--- src/rtl/cam_pkg.sv ---
// Shared command encoding for the learning and aging controller.
// Assumes at most one command is carried out per cycle.
package cam_pkg;

    typedef enum logic [2:0] {
        CMD_NONE,
        CMD_LOOKUP,
        CMD_STEP,
        CMD_LEARN,
        CMD_MARK,
        CMD_AGE
    } cam_cmd_e;

    localparam logic FLAG_PIN  = 1'b0;
    localparam logic FLAG_EXCL = 1'b1;

endpackage

--- src/rtl/cam_prio_enc.sv ---
// Lowest-index-first priority encoder.
// Assumes IW is wide enough to hold N-1.
module cam_prio_enc #(
    parameter int N  = 16,
    parameter int IW = 4
) (
    input  logic [N-1:0]  req,
    output logic          found,
    output logic [IW-1:0] idx
);

    // Scan from the top so the lowest set bit is written last.
    always_comb begin
        found = 1'b0;
        idx   = '0;
        for (int i = N - 1; i >= 0; i--) begin
            if (req[i]) begin
                found = 1'b1;
                idx   = IW'(i);
            end
        end
    end

endmodule

--- src/rtl/cam_match_array.sv ---
// Parallel equality compare of one key against every stored key.
// Assumes the caller masks out slots that must not take part.
module cam_match_array #(
    parameter int ENTRIES = 16,
    parameter int KEY_W   = 16
) (
    input  logic [ENTRIES*KEY_W-1:0] keys_flat,
    input  logic [KEY_W-1:0]         key,
    input  logic [ENTRIES-1:0]       eligible,
    output logic [ENTRIES-1:0]       match
);

    genvar g;
    generate
        for (g = 0; g < ENTRIES; g++) begin : g_cmp
            // One comparator per slot, gated by eligibility.
            assign match[g] = eligible[g] &&
                              (keys_flat[g*KEY_W +: KEY_W] == key);
        end
    endgenerate

endmodule

--- src/rtl/cam_entry_store.sv ---
// Key storage and per-slot flags: free, excluded (software and step), pinned, referenced.
// Assumes the update strobes are mutually exclusive within a cycle.
module cam_entry_store #(
    parameter int ENTRIES = 16,
    parameter int KEY_W   = 16,
    parameter int IW      = 4
) (
    input  logic                     clk,
    input  logic                     rst_n,
    input  logic                     step_clr,
    input  logic                     step_set,
    input  logic [IW-1:0]            step_idx,
    input  logic                     touch_en,
    input  logic [IW-1:0]            touch_idx,
    input  logic                     learn_en,
    input  logic [IW-1:0]            learn_idx,
    input  logic [KEY_W-1:0]         learn_key,
    input  logic                     mark_en,
    input  logic [IW-1:0]            mark_idx,
    input  logic                     mark_field,
    input  logic                     mark_val,
    input  logic                     sweep_en,
    output logic [ENTRIES*KEY_W-1:0] keys_flat,
    output logic [ENTRIES-1:0]       free_v,
    output logic [ENTRIES-1:0]       excl_v,
    output logic [ENTRIES-1:0]       step_v,
    output logic [ENTRIES-1:0]       pin_v,
    output logic [ENTRIES-1:0]       ref_v
);
    import cam_pkg::*;

    genvar g;
    generate
        for (g = 0; g < ENTRIES; g++) begin : g_slot
            logic [KEY_W-1:0] key_q;
            logic             free_q, excl_q, step_q, pin_q, ref_q;
            logic             hit_learn, hit_mark, hit_step, hit_touch;

            // Decode which strobes address this slot.
            assign hit_learn = learn_en && (learn_idx == IW'(g));
            assign hit_mark  = mark_en  && (mark_idx  == IW'(g));
            assign hit_step  = step_set && (step_idx  == IW'(g));
            assign hit_touch = touch_en && (touch_idx == IW'(g));

            // Slot state update.
            always_ff @(posedge clk) begin
                if (!rst_n) begin
                    key_q  <= '0;
                    free_q <= 1'b1;
                    excl_q <= 1'b0;
                    step_q <= 1'b0;
                    pin_q  <= 1'b0;
                    ref_q  <= 1'b0;
                end else begin
                    if (step_clr) begin
                        step_q <= 1'b0;
                    end
                    if (hit_step) begin
                        step_q <= 1'b1;
                    end
                    if (hit_touch) begin
                        ref_q <= 1'b1;
                    end
                    if (hit_learn) begin
                        key_q  <= learn_key;
                        free_q <= 1'b0;
                        ref_q  <= 1'b1;
                        pin_q  <= 1'b0;
                        excl_q <= 1'b0;
                        step_q <= 1'b0;
                    end
                    if (hit_mark) begin
                        if (mark_field == FLAG_PIN) begin
                            pin_q <= mark_val;
                        end else begin
                            excl_q <= mark_val;
                        end
                    end
                    if (sweep_en) begin
                        if (!free_q && !ref_q && !pin_q) begin
                            free_q <= 1'b1;
                        end
                        ref_q <= 1'b0;
                    end
                end
            end

            assign keys_flat[g*KEY_W +: KEY_W] = key_q;
            assign free_v[g] = free_q;
            assign excl_v[g] = excl_q;
            assign step_v[g] = step_q;
            assign pin_v[g]  = pin_q;
            assign ref_v[g]  = ref_q;
        end
    endgenerate

endmodule

--- src/rtl/cam_learn_age.sv ---
// Top: command arbitration, lookup/step, learning into free slots, aging sweep.
// Assumes one command carried out per cycle; lower-priority commands are dropped.
module cam_learn_age #(
    parameter int ENTRIES = 16,
    parameter int KEY_W   = 16,
    localparam int IW     = (ENTRIES > 1) ? $clog2(ENTRIES) : 1
) (
    input  logic             clk,
    input  logic             rst_n,
    input  logic             srch_valid,
    input  logic [KEY_W-1:0] srch_key,
    input  logic             next_valid,
    input  logic             learn_valid,
    input  logic             mark_valid,
    input  logic [IW-1:0]    mark_idx,
    input  logic             mark_field,
    input  logic             mark_val,
    input  logic             age_tick,
    output logic             rsp_valid,
    output logic             rsp_hit,
    output logic [IW-1:0]    rsp_idx
);
    import cam_pkg::*;

    cam_cmd_e                 cmd;
    logic [KEY_W-1:0]         cur_key_q;
    logic                     key_ok_q;
    logic                     rsp_valid_q, rsp_hit_q;
    logic [IW-1:0]            rsp_idx_q;
    logic [ENTRIES*KEY_W-1:0] keys_flat;
    logic [ENTRIES-1:0]       empty_v, excl_v, step_v, perm_v, age_v;
    logic [ENTRIES-1:0]       cur_oh, eligible, match_v;
    logic [KEY_W-1:0]         cmp_key;
    logic                     m_found, f_found, do_learn;
    logic [IW-1:0]            m_idx, f_idx;

    // Fixed-priority command selection.
    always_comb begin
        if (srch_valid)       cmd = CMD_LOOKUP;
        else if (next_valid)  cmd = CMD_STEP;
        else if (learn_valid) cmd = CMD_LEARN;
        else if (mark_valid)  cmd = CMD_MARK;
        else if (age_tick)    cmd = CMD_AGE;
        else                  cmd = CMD_NONE;
    end

    // One-hot of the slot now reported, used to exclude it on a step.
    always_comb begin
        cur_oh = '0;
        if (rsp_hit_q) begin
            cur_oh[rsp_idx_q] = 1'b1;
        end
    end

    // Slots taking part in this cycle's compare and the key used.
    always_comb begin
        if (cmd == CMD_LOOKUP) begin
            eligible = ~empty_v & ~excl_v;
            cmp_key  = srch_key;
        end else begin
            eligible = ~empty_v & ~excl_v & ~step_v & ~cur_oh;
            cmp_key  = cur_key_q;
        end
    end

    cam_match_array #(.ENTRIES(ENTRIES), .KEY_W(KEY_W)) u_match (
        .keys_flat (keys_flat),
        .key       (cmp_key),
        .eligible  (eligible),
        .match     (match_v)
    );

    cam_prio_enc #(.N(ENTRIES), .IW(IW)) u_hit_enc (
        .req   (match_v),
        .found (m_found),
        .idx   (m_idx)
    );

    cam_prio_enc #(.N(ENTRIES), .IW(IW)) u_free_enc (
        .req   (empty_v),
        .found (f_found),
        .idx   (f_idx)
    );

    // Learning is allowed only after a miss on a loaded key with room left.
    assign do_learn = (cmd == CMD_LEARN) && key_ok_q && !rsp_hit_q && f_found;

    cam_entry_store #(.ENTRIES(ENTRIES), .KEY_W(KEY_W), .IW(IW)) u_store (
        .clk        (clk),
        .rst_n      (rst_n),
        .step_clr   (cmd == CMD_LOOKUP),
        .step_set   ((cmd == CMD_STEP) && rsp_hit_q),
        .step_idx   (rsp_idx_q),
        .touch_en   (((cmd == CMD_LOOKUP) || (cmd == CMD_STEP)) && m_found),
        .touch_idx  (m_idx),
        .learn_en   (do_learn),
        .learn_idx  (f_idx),
        .learn_key  (cur_key_q),
        .mark_en    (cmd == CMD_MARK),
        .mark_idx   (mark_idx),
        .mark_field (mark_field),
        .mark_val   (mark_val),
        .sweep_en   (cmd == CMD_AGE),
        .keys_flat  (keys_flat),
        .free_v     (empty_v),
        .excl_v     (excl_v),
        .step_v     (step_v),
        .pin_v      (perm_v),
        .ref_v      (age_v)
    );

    // Held key and registered result.
    always_ff @(posedge clk) begin
        if (!rst_n) begin
            cur_key_q   <= '0;
            key_ok_q    <= 1'b0;
            rsp_valid_q <= 1'b0;
            rsp_hit_q   <= 1'b0;
            rsp_idx_q   <= '0;
        end else begin
            rsp_valid_q <= (cmd == CMD_LOOKUP) || (cmd == CMD_STEP);
            if (cmd == CMD_LOOKUP) begin
                cur_key_q <= srch_key;
                key_ok_q  <= 1'b1;
            end
            if ((cmd == CMD_LOOKUP) || (cmd == CMD_STEP)) begin
                rsp_hit_q <= m_found;
                rsp_idx_q <= m_found ? m_idx : '0;
            end else if (do_learn) begin
                rsp_hit_q <= 1'b1;
                rsp_idx_q <= f_idx;
            end
        end
    end

    assign rsp_valid = rsp_valid_q;
    assign rsp_hit   = rsp_hit_q;
    assign rsp_idx   = rsp_idx_q;

endmodule

--- config.mk ---
export PLATFORM = sky130hd
export DESIGN_NAME = cam_learn_age
export DESIGN_NICKNAME = d
export VERILOG_FILES = /design/src/rtl/cam_pkg.sv /design/src/rtl/cam_prio_enc.sv /design/src/rtl/cam_match_array.sv /design/src/rtl/cam_entry_store.sv /design/src/rtl/cam_learn_age.sv
export SDC_FILE = /design/constraint.sdc
export NUM_CORES = 1
export LEC_CHECK = 0
export ABC_AREA = 1
export BUFFER_PORTS_ARGS = -buffer_cell sky130_fd_sc_hd__buf_2
export CORE_ASPECT_RATIO = 0.8
export CORE_UTILIZATION = 63
export DETAILED_ROUTE_END_ITERATION = 10
export PLACE_DENSITY = 0.91
export SLEW_MARGIN = 5
export SYNTH_ARGS = -nofsm -noshare
export SYNTH_HDL_FRONTEND = slang
export SYNTH_SLANG_ARGS = --single-unit
--- constraint.sdc ---
create_clock -name clk -period 3.41 [get_ports clk]
set_input_delay 0.682 -clock clk [delete_from_list [all_inputs] [get_ports clk]]
set_output_delay 0.682 -clock clk [all_outputs]
set_load 0.05 [all_outputs]
## Word level (Yosys, flattened, before mapping)

Cells that the tools add are included.

| operators by class | value |
|---|---|
| multiplexer cells | 272 |
| divide/modulo/power cells | 0 |
| eq/ne operators | 81 |
| add/sub/neg operators | 0 |
| shift-type cells | 0 |
| order comparisons | 2 |
| bitwise logic cells | 8 |
| multipliers | 0 |
| reductions and logical operators | 222 |

Operator list:

| cell | number |
|---|---|
| 16-bit == test | 16 |
| 1-bit 2-to-1 mux | 228 |
| 4-bit 2-to-1 mux | 35 |
| 4-bit == test (second input constant) | 32 |
| 1-bit logical AND | 118 |
| 2-bit nonzero test | 33 |
| 4-bit by 3-bit == test with 1-bit output (second input constant) | 16 |
| 16-bit NOT | 4 |
| 1-bit logical NOT | 49 |
| 16-bit AND | 3 |
| 16-bit 2-to-1 mux | 3 |
| 2-bit OR reduction | 17 |
| 4-bit by 2-bit == test with 1-bit output (second input constant) | 8 |
| 4-bit by 1-bit == test with 1-bit output (second input constant) | 4 |
| 4-bit logical NOT | 4 |
| 3-bit 2-to-1 mux | 5 |
| 3-bit by 2-bit == test with 1-bit output (second input constant) | 2 |
| 3-bit == test (second input constant) | 2 |
| 4-bit by 5-bit < comparator with 1-bit output (second input constant) | 1 |
| 1-bit demux with 4-bit select | 1 |
| 4-bit by 1-bit >= comparator with 1-bit output (second input constant) | 1 |
| 3-bit by 1-bit == test with 1-bit output (second input constant) | 1 |
| 1-bit logical OR | 1 |
| 1-bit NOT | 1 |

| storage, ports and cells | value |
|---|---|
| bits in registers | 359 |
| memories kept | 0 |
| bits in latches | 0 |
| bits in read-only memories | 0 |
| memory bits (writable) | 0 |
| output and inout port bits | 6 |

## Depth between registers and ports, before layout

Gate-level depths: netlist of run 1.

| depth | value |
|---|---|
| depth in word-level cells | 29 |
| depth in mapped cells | 28 |
| mapped depth without buffers | 27 |

## Cells and area by module

From an unflattened synthesis of run 1, not the netlist that was laid out.

| second synthesis, totals | value |
|---|---|
| cell total of the unflattened synthesis | 3094 |
| area total of the unflattened synthesis | 19433.6 µm² |

By module, submodules not included:

| module | area an instance (µm²) | seq. area each (µm²) | times used | cells each |
|---|---|---|---|---|
| cam_entry_store | 13491.7 | 6726.5 | 1 | 1843 |
| cam_match_array | 4117.7 | 0.0 | 1 | 923 |
| cam_learn_age | 1406.3 | 460.4 | 1 | 230 |
| cam_prio_enc | 209.0 | 0.0 | 2 | 49 |

## Worst setup path after synthesis of run 1

No wires, ideal clock.

| timing | value |
|---|---|
| kind | input to register |
| start | in srch_valid |
| end | reg u_store.g_slot[0].ref_q |
| setup slack | 730 ps |
| data arrival time | 2548 ps |
| data required time | 3278 ps |
| stages on the path | 24 |
| path buffers | 2 |
| setup time | 132 ps |
| cells stage by stage | buf_4 nand2_1 nand2_2 inv_2 buf_2 nor2_1 nor3_1 nand4_1 nor2_1 nand3_1 nand2_1 nand2_1 nand2_1 nand2_1 nand2_1 nand2_1 nand2_1 nand2_1 nand2_1 nand2_2 nand2_2 nand2_2 nand3_1 a21oi_1 |

| between the ends | value |
|---|---|
| word-level cells in the longest chain between the ends | 24 |

Ends and longest elaborated chain:

| what | RTL line | source |
|---|---|---|
| start: declaration | cam_learn_age.sv:10 | `input logic srch_valid,` |
| 3-bit 2-to-1 mux * | cam_learn_age.sv:39 | `if (srch_valid) cmd = CMD_LOOKUP;` |
| 3-bit by 1-bit == test with 1-bit output | cam_learn_age.sv:57, cam_learn_age.sv:94 |  |
| 16-bit 2-to-1 mux | cam_learn_age.sv:57 | `if (cmd == CMD_LOOKUP) begin` |
| 16-bit == test | cam_match_array.sv:18 | `(keys_flat[g*KEY_W +: KEY_W] == key);` |
| 1-bit logical AND | cam_match_array.sv:17 | `assign match[g] = eligible[g] &&` |
| 4-bit 2-to-1 mux / 1-bit 2-to-1 mux (equally long branches) (16 in a row) | cam_prio_enc.sv:17 | `if (req[i]) begin` |
| 4-bit logical NOT / 1-bit logical AND (equally long branches) | cam_entry_store.sv:43, cam_learn_age.sv:94 |  |
| 1-bit logical AND | cam_entry_store.sv:43 | `assign hit_touch = touch_en && (touch_idx == IW'(g));` |
| 2-bit nonzero test (no line) | n/a |  |
| end signal: assignment | cam_entry_store.sv:53 | `ref_q <= 1'b0;` |
| end signal: assignment | cam_entry_store.sv:62 | `ref_q <= 1'b1;` |
| end signal: assignment | cam_entry_store.sv:67 | `ref_q <= 1'b1;` |
| end: declaration | cam_entry_store.sv:36 | `logic free_q, excl_q, step_q, pin_q, ref_q;` |

Mark *: on every way between the ends. The rest lies on a longest branch, timed or not.
A chain may end at the register's enable or synchronous reset.

## Final worst setup path of run 1

| timing | value |
|---|---|
| start | in srch_valid |
| end | reg u_store.g_slot[5].ref_q |

| between the ends | value |
|---|---|
| word-level cells in the longest chain between the ends | 24 |

Ends and longest elaborated chain:

| what | RTL line |
|---|---|
| 3-bit 2-to-1 mux * | cam_learn_age.sv:39 |
| 3-bit by 1-bit == test with 1-bit output | cam_learn_age.sv:57, cam_learn_age.sv:94 |
| 16-bit 2-to-1 mux | cam_learn_age.sv:57 |
| 16-bit == test | cam_match_array.sv:18 |
| 1-bit logical AND | cam_match_array.sv:17 |
| 4-bit 2-to-1 mux / 1-bit 2-to-1 mux (equally long branches) (16 in a row) | cam_prio_enc.sv:17 |
| 4-bit by 3-bit == test with 1-bit output / 1-bit logical AND (equally long branches) | cam_entry_store.sv:43, cam_learn_age.sv:94 |
| 1-bit logical AND | cam_entry_store.sv:43 |
| 2-bit nonzero test (no line) | n/a |
| end signal: assignment | cam_entry_store.sv:53 |
| end signal: assignment | cam_entry_store.sv:62 |
| end signal: assignment | cam_entry_store.sv:67 |
| end: declaration | cam_entry_store.sv:36 |

Marked as above.

==> impl_metrics.env, run 1 <==
export IMPL_setup_tns_ns=0
export IMPL_htreeDepth=2
export IMPL_power_switching_w=0.00236
export IMPL_required_ns=3.86
export IMPL_hold_violations=0
export IMPL_rows=54
export IMPL_fin_cells=2982
export IMPL_clk_pin_slew_ns=0.06
export IMPL_period_needed_ns=3.17
export IMPL_finalClockSkew_ns=0.0199
export IMPL_yosysUniqueCellTypes=44
export IMPL_ys_ff_latch=359
export IMPL_synth_top_area_cell="dfxtp_1"
export IMPL_synth_async_sr_flop_share_pct=0
export IMPL_p_seq_share_pct=45.7
export IMPL_core_um2=27200
export IMPL_area_growth_pct=14.7
export IMPL_gp_congestion=1.03
export IMPL_dp_cells=2913
export IMPL_clock_path_buffers=3
export IMPL_hold_path_class="flop to flop"
export IMPL_grt_max_degree=163
export IMPL_drtAntennaViolNets=0
export IMPL_clock_sinks=359
export IMPL_swShare_pct=25.4
export IMPL_drive_above_1_share_pct=11.2
export IMPL_power_clock_fraction_pct=43.9
export IMPL_place_hpwl_um=38700
export IMPL_timing_fmax_ghz=0.316
export IMPL_ys_warn_count=0
export IMPL_drc=0
export IMPL_cp_arrival_ns=3.61
export IMPL_syn_num_nets=2555
export IMPL_stdcell_area_um2=20000
export IMPL_yosysTopAreaCellShare_pct=41.3
export IMPL_fin_crit_sh_pct=92.9
export IMPL_p_leak_nw=8.27
export IMPL_layout_setup_ws_ns=0.242
export IMPL_diodes=0
export IMPL_synth_edf_count=0
export IMPL_synth_area_um2=17400
export IMPL_comb_power_share_pct=10.4
export IMPL_place_area_um2=18700
export IMPL_viasPerCell=5.97
export IMPL_grt_pass1_wl_um=85300
export IMPL_finalSetupViolations=0
export IMPL_avgRoutedWirePerCell_um=18.6
export IMPL_worst_path_max_fanout=20
export IMPL_end_kind="flop"
export IMPL_max_slew_margin_rel_pct=34.6
export IMPL_io_buffers=34
export IMPL_cts_buffers=37
export IMPL_path_class="primary input to flop"
export IMPL_die_h_um=151
export IMPL_p_per_area_nw_per_um2=466
export IMPL_dieArea_um2=28300
export IMPL_num_fill_cells=2017
export IMPL_routed_wl_um=55500
export IMPL_tightest_slew_ns=0.978
export IMPL_start_util_pct=63.9
export IMPL_synth_main_ff_cell="dfxtp_1"
export IMPL_grt_remaining_overflow=0
export IMPL_io_pins=35
export IMPL_grtUsageTotal_pct=38.1
export IMPL_startpoint_type="primary input"
export IMPL_synthCells=2526
export IMPL_cts_tree="done"
export IMPL_die_w_um=188
export IMPL_maxSlewViolCount=0
export IMPL_antenna_found_initial=0
export IMPL_run_status="finished clean"
export IMPL_postCtsHoldBufs=0
export IMPL_ys_seq_area_share_pct=41.3
export IMPL_ir_drop_mv=0.337
export IMPL_drtIter0Drc=2068
export IMPL_grt_pass1_vias=16300
export IMPL_p_int_w=0.00694
export IMPL_dr_pass1_iters=8
export IMPL_vias=17800
export IMPL_clk_insertion_delay_late_ns=0.53
export IMPL_synth_avg_cell_area_um2=6.89
export IMPL_drv_cap=0
export IMPL_synth_area_leaders="dfxtp_1, nand2_1, a21oi_1"
export IMPL_root_buffer="clkbuf_16"
export IMPL_nets=2623
export IMPL_place_ws_ns=-0.235
## final timing paths
path,start,end,slack [ns],cells past startpoint
worst max-delay path,srch_valid,u_store.g_slot[5].ref_q,0.24,18
worst min-delay path,u_store.g_slot[15].key_q[7],u_store.g_slot[15].key_q[7],0.47,2
worst max register to register,cur_key_q[14],u_store.g_slot[5].ref_q,0.27,15
worst min register to register,u_store.g_slot[15].key_q[7],u_store.g_slot[15].key_q[7],0.47,2
## flip-flops by register name, summed over array words and instances, names as in the netlist
name	flops
u_store.g_slot.step_q	16
key_ok_q	1
u_store.g_slot.free_q	16
u_store.g_slot.key_q	256
u_store.g_slot.ref_q	16
cur_key_q	16
rsp_valid	1
rsp_hit	1
u_store.g_slot.pin_q	16
rsp_idx	4
u_store.g_slot.excl_q	16
## layout by cell type (no fill, tap or decap), drive strengths merged, types with 10 or more instances in the layout
cell | Yosys | final
nand4 | 84 | 84
o21a | 10 | 10
buf | 37 | 174
nand2 | 489 | 489
dfxtp | 359 | 359
a21oi | 292 | 292
xnor2 | 11 | 11
o221ai | 12 | 12
clkbuf | 108 | 51
or2 | 10 | 10
nor3 | 59 | 59
xor2 | 86 | 86
nand3 | 43 | 43
inv | 306 | 302
nor2 | 266 | 266
o21ai | 296 | 296
nor4 | 20 | 20
## metal layers
layer / vias up / share of wire, % / track usage [%]
met5: - / 0 / 0
met2: 1059 / 44 / 59.6
li1: 8379 / - / -
met3: 165 / 12 / 8.30
met1: 8203 / 40 / 51.2
met4: 0 / 3.8 / 15.7
## cell type report
| type | instances | area, µm² | area share [%] |
|---|---|---|---|
| clock buffers | 51 | 1060 | 5.30 |
| well taps | 364 | 455 | 2.28 |
| repair buffers | 174 | 1500 | 7.53 |
| flip-flops and latches | 359 | 7190 | 36.0 |
| multi-input cells | 1716 | 8460 | 42.4 |
| clock inverters | 12 | 140 | 0.702 |
| inverters | 306 | 1160 | 5.83 |
## timing repair
| action | 4_1_cts | 5_1_grt |
|---|---|---|
| endpoints found under the setup margin | 5 | 20 |
| setup buffers | 0 | 6 |
| gates resized for setup | 1 | 9 |
## synthesized netlist by cell type (2+ instances only)
cell         n
nand2_2     22
nor3b_1      3
o22ai_1      7
nor2_1     264
nor4_1      20
nand4_1     83
inv_2        4
o2111ai_1    5
a211o_1      3
inv_1      302
xnor2_1     11
a31oi_1      5
o221ai_1    12
a21oi_1    292
o21ai_1      4
nand3_1     43
o21a_1      10
clkbuf_1   108
buf_2       15
buf_4        9
o21ai_0    292
xor2_1      86
buf_6        9
o311ai_0     4
nand2_1    466
dfxtp_1    359
or2_2       10
buf_1        4
nor3_1      58
a32oi_1      2
## kinds of logic after synthesis
logic type                share of synthesized area (%)
xor gates and xnor gates                           4.88
and+or+nand+nor                                    24.0
DFF                                                41.3
AOI/OAI and AO/OA                                  19.4
buffers and inverters                              10.4
## metrics by stage
step | hold slack [ns] | power (W) | utilization, %
floorplan | 0.436 | 0.00490 | -
global placement | 0.449 | 0.00523 | 68.6
detailed placement | 0.457 | 0.00525 | 68.6
CTS | 0.467 | 0.00923 | 73.0
global route | 0.487 | 0.00951 | 73.3
finish | 0.471 | 0.00930 | 73.3
## power groups by stage
stage / combinational [W] / clock [W] / sequential, W
CTS: 0.000924 / 0.00406 / 0.00425
global placement: 0.000893 / 0 / 0.00434
global route: 0.00102 / 0.00424 / 0.00425
finish: 0.000967 / 0.00408 / 0.00425
floorplan: 0.000560 / 0 / 0.00434
detailed placement: 0.000913 / 0 / 0.00434
## critical path, stage by stage
cell and delay, ns:
buf_2 0.14, inv_2 0.07, buf_12 0.15, nand2_1 0.07, nand2_2 0.11, buf_4 0.22, buf_4 0.16, nand2_1 0.05
nand4_1 0.10, nor4_1 0.57, nand4_1 0.26, nand2_1 0.15, nor2_1 0.08, a21boi_0 0.28, nand3_1 0.14, inv_2 0.11
nand4_1 0.10, a21oi_1 0.14
Power figures use the tool's default switching activity.
==> run 2, diff against run 1 <==
CORE_MARGIN = 10   (was default)
==> impl_metrics.env, run 2 (same netlist as run 1, synthesis figures left out) <==
export IMPL_grt_remaining_overflow=0
export IMPL_start_util_pct=63.9
export IMPL_drive_above_1_share_pct=11.6
export IMPL_core_um2=27200
export IMPL_finalClockSkew_ns=0.0143
export IMPL_cts_tree="done"
export IMPL_timing_fmax_ghz=0.301
export IMPL_clk_pin_slew_ns=0.06
export IMPL_seq_area_um2=7190
export IMPL_path_class="primary input to flop"
export IMPL_drv_cap=0
export IMPL_die_h_um=169
export IMPL_most_common_layout_cells="nand2_1, dfxtp_1, inv_1"
export IMPL_required_ns=3.86
export IMPL_period_needed_ns=3.32
export IMPL_io_pins=35
export IMPL_largest_register_ffs=256
export IMPL_fin_crit_sh_pct=97.3
export IMPL_clock_sinks=359
export IMPL_worst_path_max_fanout=8
export IMPL_p_per_area_nw_per_um2=455
export IMPL_grt_max_degree=140
export IMPL_clock_path_buffers=3
export IMPL_diodes=0
export IMPL_multi_input_area_um2=8440
export IMPL_rsz0062_at_grt="false"
export IMPL_worstSetupStartpoint="srch_valid"
export IMPL_grt_pass1_vias=17000
export IMPL_clk_insertion_delay_late_ns=0.54
export IMPL_startpoint_type="primary input"
export IMPL_routed_wl_um=57600
export IMPL_hold_path_class="flop to flop"
export IMPL_run_status="finished clean"
export IMPL_viasPerCell=6.01
export IMPL_rows=54
export IMPL_nets=2647
export IMPL_finish_utilization_pct=73.4
export IMPL_maxSlewViolCount=0
export IMPL_drtAntennaViolNets=0
export IMPL_cp_slowest_cell="nor4_2"
export IMPL_drc=0
export IMPL_end_kind="flop"
export IMPL_hold_violations=0
export IMPL_gp_congestion=1.01
export IMPL_path_cells="buf_2, inv_2, buf_4, nand2_1, nand2_1, buf_4, buf_4, nand2_1, nand4_1, nor4_2, nand4_1, nand2_1, nor2_1, o21bai_1, buf_4, nand4_1, a21oi_1"
export IMPL_layout_commonest_cell="nand2_1"
export IMPL_drtIter0Drc=2489
export IMPL_grtUsageTotal_pct=32.3
export IMPL_cp_arrival_ns=3.77
export IMPL_postCtsHoldBufs=0
export IMPL_dr_pass1_iters=6
export IMPL_setup_tns_ns=0
export IMPL_rr_startpoint="cur_key_q[13]"
export IMPL_die_w_um=206
export IMPL_hold_ws_ns=0.469
export IMPL_htreeDepth=2
export IMPL_root_buffer="clkbuf_16"
export IMPL_num_fill_cells=2090
export IMPL_place_hpwl_um=40900
export IMPL_cts_buffers=36
export IMPL_ir_drop_mv=0.436
export IMPL_io_buffers=34
export IMPL_finalSetupViolations=0
export IMPL_cpPeakStageDelay_ns=0.57
export IMPL_antenna_found_initial=1
export IMPL_min_delay_start="u_store.g_slot[12].key_q[11]"
export IMPL_dp_cells=2944
export IMPL_tightest_slew_ns=1.05
export IMPL_area_growth_pct=14.9
export IMPL_max_slew_margin_rel_pct=29.8
export IMPL_avgRoutedWirePerCell_um=19.2
export IMPL_regMostFlops="u_store.g_slot.key_q"
export IMPL_vias=18100
export IMPL_fin_cells=3008
export IMPL_p_leak_nw=8.35
export IMPL_dieArea_um2=34700
export IMPL_grt_pass1_wl_um=90000
## run 2: cell types whose count changed in the layout (fill, tap and decap cells not counted), moves of 3 or more
cell and delta:
clkinvlp_4 -6, buf_12 -5, bufinv_16 -3, clkbuf_1 +5, inv_1 +4, buf_4 +30
## run 2: critical path, delay by kind of cell
kind	cells	cell delay, ns
simple gates	9	1.59
compound gates	2	0.47
buf+inv	6	1.00
## run 2: power by group
group          total (W)  internal (W)  switching, W
sequential       0.00425       0.00422     0.0000305
clock            0.00388       0.00220       0.00168
combinational   0.000976      0.000333      0.000643
## run 2: worst paths after layout
kind                             endpoint  slack (ns)  depth (start not counted)
max               u_store.g_slot[5].ref_q        0.09                         17
min          u_store.g_slot[12].key_q[11]        0.47                          2
max reg2reg       u_store.g_slot[5].ref_q        0.16                         15
min reg2reg  u_store.g_slot[12].key_q[11]        0.47                          2
## run 2: through the flow
stage	power, W	instance area (µm²)	setup slack [ns]
floorplan	0.00490	17400	0.730
global placement	0.00525	18900	-0.357
detailed placement	0.00527	18900	-0.496
CTS	0.00908	20000	0.0231
global route	0.00936	20000	0.00456
finish	0.00910	20000	0.0919
## run 2: repair_timing
item,in CTS,in global routing
setup endpoints to repair,0,20
resized for setup,0,2
setup buffers,0,0
## run 2: final cells by class
class,instances,share of cell area (%)
multi-input cells,1716,42.2
flip-flops and latches,359,35.9
repair buffers,199,8.14
inverters,306,5.74
clock buffers,57,5.46
well taps,364,2.28
clock inverters,7,0.213
## run 2: per-layer routing
layer,track usage (%),vias up,share of wire (%)
met3,7.71,194,13
met2,48.8,1129,42
li1,-,8439,-
met1,42.9,8315,40
met4,14.9,2,4.4
met5,0,-,0.014
